`config.mk`:
```
export PLATFORM = sky130hd
export DESIGN_NAME = pci_stop_gate
export DESIGN_NICKNAME = d
export VERILOG_FILES = /design/src/rtl/stop_gate_pkg.sv /design/src/rtl/stop_sync.sv /design/src/rtl/stop_fsm.sv /design/src/rtl/clk_gate_cell.sv /design/src/rtl/pci_stop_gate.sv
export SDC_FILE = /design/constraint.sdc
export NUM_CORES = 1
export LEC_CHECK = 0
export BUFFER_PORTS_ARGS = -buffer_cell sky130_fd_sc_hd__buf_2
export CORE_AREA = 2 2 63 65
export DETAILED_ROUTE_END_ITERATION = 6
export DIE_AREA = 0 0 65 67
export PLACE_DENSITY_LB_ADDON = 0.15
export SLEW_MARGIN = 30
export SYNTH_ARGS = -nofsm -noshare
export SYNTH_HDL_FRONTEND = slang
export SYNTH_SLANG_ARGS = --single-unit
```
`constraint.sdc`:
```
create_clock -name clk_src -period 2.2 [get_ports clk_src]
set_input_delay 0.44 -clock clk_src [delete_from_list [all_inputs] [get_ports clk_src]]
set_output_delay 0.44 -clock clk_src [all_outputs]
set_load 0.02 [all_outputs]
```
`src/rtl/stop_gate_pkg.sv`:
```
`timescale 1ns/1ps
package stop_gate_pkg;
    // Controller state: bank parked low, or bank passing the source clock.
    typedef enum logic {
        GS_HALT = 1'b0,
        GS_RUN  = 1'b1
    } gate_state_t;
endpackage

```
`src/rtl/stop_sync.sv`:
```
`timescale 1ns/1ps
module stop_sync #(
    parameter int STAGES = 2
) (
    input  logic clk,
    input  logic rst_n,
    input  logic async_in,
    output logic sync_out
);
    logic [STAGES-1:0] chain;

    // The chain resets to 0, so the bank starts in the stopped state.
    genvar g;
    generate
        for (g = 0; g < STAGES; g++) begin : g_stage
            if (g == 0) begin : g_first
                always_ff @(posedge clk or negedge rst_n) begin
                    if (!rst_n) chain[0] <= 1'b0;
                    else        chain[0] <= async_in;
                end
            end else begin : g_next
                always_ff @(posedge clk or negedge rst_n) begin
                    if (!rst_n) chain[g] <= 1'b0;
                    else        chain[g] <= chain[g-1];
                end
            end
        end
    endgenerate

    assign sync_out = chain[STAGES-1];
endmodule

```
`src/rtl/stop_fsm.sv`:
```
`timescale 1ns/1ps
module stop_fsm
    import stop_gate_pkg::*;
#(
    parameter int N_STOP = 7,
    parameter int N_FREE = 3
) (
    input  logic              clk,
    input  logic              rst_n,
    input  logic              run_req,
    input  logic [N_FREE-1:0] free_sel,
    output logic [N_STOP-1:0] en_stop,
    output logic [N_FREE-1:0] en_free,
    output logic [N_FREE-1:0] free_q,
    output logic              in_run
);
    gate_state_t state, nxt;

    // Next state: STOP (RUN->HALT) and START (HALT->RUN).
    always_comb begin
        nxt = state;
        unique case (state)
            GS_HALT: if (run_req)  nxt = GS_RUN;
            GS_RUN:  if (!run_req) nxt = GS_HALT;
            default: nxt = GS_HALT;
        endcase
    end

    // The state register loads on the falling source edge.
    always_ff @(negedge clk or negedge rst_n) begin
        if (!rst_n) state <= GS_HALT;
        else        state <= nxt;
    end

    // Output enables also load on the falling edge, decoded from the next state.
    always_ff @(negedge clk or negedge rst_n) begin
        if (!rst_n) begin
            en_stop <= '0;
            en_free <= '0;
            free_q  <= '0;
        end else begin
            en_stop <= {N_STOP{nxt == GS_RUN}};
            en_free <= free_sel | {N_FREE{nxt == GS_RUN}};
            free_q  <= free_sel;
        end
    end

    assign in_run = (state == GS_RUN);
endmodule

```
`src/rtl/clk_gate_cell.sv`:
```
`timescale 1ns/1ps
module clk_gate_cell (
    input  logic clk_src,
    input  logic en,
    output logic clk_g
);
    // en moves only while clk_src is low, so the AND cannot make a runt pulse.
    assign clk_g = clk_src & en;
endmodule

```
`src/rtl/pci_stop_gate.sv`:
```
`timescale 1ns/1ps
module pci_stop_gate #(
    parameter int N_STOP      = 7,
    parameter int N_FREE      = 3,
    parameter int SYNC_STAGES = 2
) (
    input  logic              clk_src,
    input  logic              rst_n,
    input  logic              stop_pin_n,
    input  logic              reg_run_bit,
    input  logic [N_FREE-1:0] free_sel,
    output logic [N_STOP-1:0] clk_stop_out,
    output logic [N_FREE-1:0] clk_free_out,
    output logic              run_status
);
    logic              pin_run;
    logic              reg_q;
    logic              run_req;
    logic [N_STOP-1:0] en_stop;
    logic [N_FREE-1:0] en_free;
    logic [N_FREE-1:0] free_q;
    logic              fsm_run;

    stop_sync #(.STAGES(SYNC_STAGES)) u_sync (
        .clk      (clk_src),
        .rst_n    (rst_n),
        .async_in (stop_pin_n),
        .sync_out (pin_run)
    );

    // The register run bit comes from the same clock domain: a single capture flop.
    always_ff @(posedge clk_src or negedge rst_n) begin
        if (!rst_n) reg_q <= 1'b1;
        else        reg_q <= reg_run_bit;
    end

    // run only when both sources agree. R7: readback shows the combined request.
    assign run_req    = pin_run & reg_q;
    assign run_status = run_req;

    stop_fsm #(.N_STOP(N_STOP), .N_FREE(N_FREE)) u_fsm (
        .clk      (clk_src),
        .rst_n    (rst_n),
        .run_req  (run_req),
        .free_sel (free_sel),
        .en_stop  (en_stop),
        .en_free  (en_free),
        .free_q   (free_q),
        .in_run   (fsm_run)
    );

    genvar s;
    generate
        for (s = 0; s < N_STOP; s++) begin : g_stop
            clk_gate_cell u_cell (
                .clk_src (clk_src),
                .en      (en_stop[s]),
                .clk_g   (clk_stop_out[s])
            );
        end
        for (s = 0; s < N_FREE; s++) begin : g_free
            clk_gate_cell u_cell (
                .clk_src (clk_src),
                .en      (en_free[s]),
                .clk_g   (clk_free_out[s])
            );
        end
    endgenerate
endmodule

```
==> metrics.txt <==
outcome=finished, violations left; violated checks=setup timing; DRT met1 WL=roughly 250 um; WL/cell=roughly 8.3 um; placed cells=80; Worst Hold Endpoint=reg_q$_DFF_PN1_; Final WS setup=-0.513 ns; Synth area leaders=dfrtn_1, buf_4, dfrtp_1; highest routed metal layer=met4; met2 wire length=379 um; area of the core=around 3600 sq um; relative slew slack=around nine tenths; Die ar.=between 4000 and 5000 sq um; largest net degree at the start of global routing=8; Starting Density=around 8.5%; RSZ-0062 raised after global routing=yes; GRT overflow=0; Hold Vio Cnt, Final=0; worst r2r path cells=1; #FFs+latches synth=7; DR pass1 iterations=4; syn_nets=32; worst r2r src=u_sync.sync_out$_DFF_PN0_; post-synth top area share=32.8%; area leader, netlist=dfrtn_1; Routed met3 length=between 100 and 150 um; Layout Nets=between 50 and 60; Avg Cell Area, Syn=12.2 sq um; YS warnings=0; WL final=between 700 and 800 um; count of non-filler cells in the finished layout=96; WS Path Type=register to primary output; peak supply drop=421 uV; Worst EP required=between 1.5 and 2 ns; CTS tree=built; Die Ht=around 67 um; Vias=between 200 and 250; hold crit path type=primary input to register; Ant. Diodes=0; FP Rows=22; Top-Level Pins=18; Vias/cell=~2.5; die width=approximately 65 um; final core utilization=roughly 18%; critical-path maximum fanout=4; synthesized area=a little over 300 sq um; sequential area share after synthesis=57.8%; LEAKAGE=0.302 nW; Worst-Skew Late Latency=about 0.36 ns; Area Growth Syn to Fin=109%; first-pass GRT wire length=around 1300 um; Slew Limit Fails=0; Hold Crit Start=reg_run_bit; Residual DRC=0; vias in the first global route=~380; Routability Congestion=a little under 0.6; Post-DRT Antenna Nets=0; Mapped Cells=25; crit start category=register; Final Setup Violations=14; IO buf count=17; Total GRT Usage=under 10%; Yosys cell types=6; Worst R2R Setup Slack=about 0.40 ns; PwrDens=~1700 nW/um^2; CP Capture Type=primary output; layout cells sized above 1=between 70 and 80%; first-iteration detailed-routing DRC count=9; Post-Route Skew=around 0.038 ns; Clock Sinks=7; Worst R2R End=u_fsm.en_free[2]$_DFF_NN0_; hold path depth=1; number of max-cap violations=0; initial antenna violation count=0; Worst-path clk slew=0.04 ns; critical path arrival=about 2.3 ns; Slew @ Worst Pin=0.176 ns
==> where the power goes <==
part	switching [mW]	total (mW)	leakage [nW]	internal (mW)
registers	0.00351	0.142	0.0796	0.138
logic	0.00705	0.0151	0.0529	0.00806
clock network	0.296	0.918	0.169	0.622
==> worst max-delay path: stages, from the launching register on <==
cell	delay, ns
dfrtn_1	0.41
and2_4	0.18
buf_8	0.11
buf_6	0.11
==> registers in the layout, summed over array words and instances, names as in the netlist <==
register,flops
u_fsm.en_free,3
u_fsm.en_stop,1
u_sync.sync_out,1
u_sync.chain,1
reg_q,1
==> layout by cell type (no fill, tap or decap) <==
cell and instances:
buf_8 2, clkbuf_8 10, buf_2 7, and2_1 1, dfrtn_1 4, dlygate4sd3_1 1, and2_4 4, clkbuf_1 3
dfrtp_1 2, buf_6 10, dfstp_2 1, a21o_1 3
==> kinds of logic (layout without fill, tap and decap cells) <==
kind of cell	Yosys count	after routing	share of synthesized area, %
buffers and inverters	10	33	24.6
AOI/OAI and AO/OA	3	3	7.38
DFF	7	7	57.8
and+or+nand+nor	5	5	10.2
==> per-stage QoR <==
stage / instance area (sq um) / hold WS [ns] / setup WS (ns) / setup TNS (ns) / total power [mW]
after floorplan: 308 / 0.144 / -0.00188 / -0.0131 / 0.393
after global placement: 378 / 0.285 / -0.00915 / -0.0640 / 0.357
after detailed placement: 378 / 0.288 / -0.00958 / -0.0671 / 0.358
after CTS: 616 / 0.206 / -0.570 / -4.84 / 1.08
after global routing: 637 / 0.196 / -0.552 / -4.90 / 1.15
final: 637 / 0.214 / -0.513 / -4.52 / 1.07
==> cell usage after synthesis (all sizes together) <==
library cell,number
buf,10
and2,5
dfrtp,2
a21o,3
dfrtn,4
dfstp,1
==> routing by layer <==
metal / global-route usage [%] / vias up
met5: 0 / -
met4: 11.2 / 0
met3: 9.80 / 3
met2: 3.61 / 23
met1: 2.44 / 104
li1: - / 113
==> area by class of cell <==
class / count / area (sq um)
Tap cell: 48 / 60.1
Fill cell: 402 / 2970
Multi-Input combinational cell: 8 / 63.8
Clock buffer: 25 / 292
Sequential cell: 7 / 176
Timing Repair Buffer: 8 / 45.0
==> how the worst max path moves through the flow <==
stage                                     from              end  slack (ns)  cells after the start
floorplan           u_fsm.en_stop[0]$_DFF_NN0_  clk_stop_out[0]      -0.002                      2
global placement    u_fsm.en_stop[0]$_DFF_NN0_  clk_stop_out[0]      -0.009                      2
detailed placement  u_fsm.en_stop[0]$_DFF_NN0_  clk_stop_out[0]       -0.01                      2
CTS                 u_fsm.en_stop[0]$_DFF_NN0_  clk_stop_out[1]       -0.57                      3
global route        u_fsm.en_stop[0]$_DFF_NN0_  clk_stop_out[1]       -0.55                      3
finish              u_fsm.en_stop[0]$_DFF_NN0_  clk_stop_out[3]       -0.51                      3
==> repair_timing <==
action                     CTS  global route
hold endpoints to repair     2             0
buffers inserted             0             0
hold buffers                 1             0
setup endpoints to repair   14            14
cloned                       0             0
gates resized for setup     17             8
pin swaps                    3             1
Note: power is estimated with default switching activity, not from simulation.
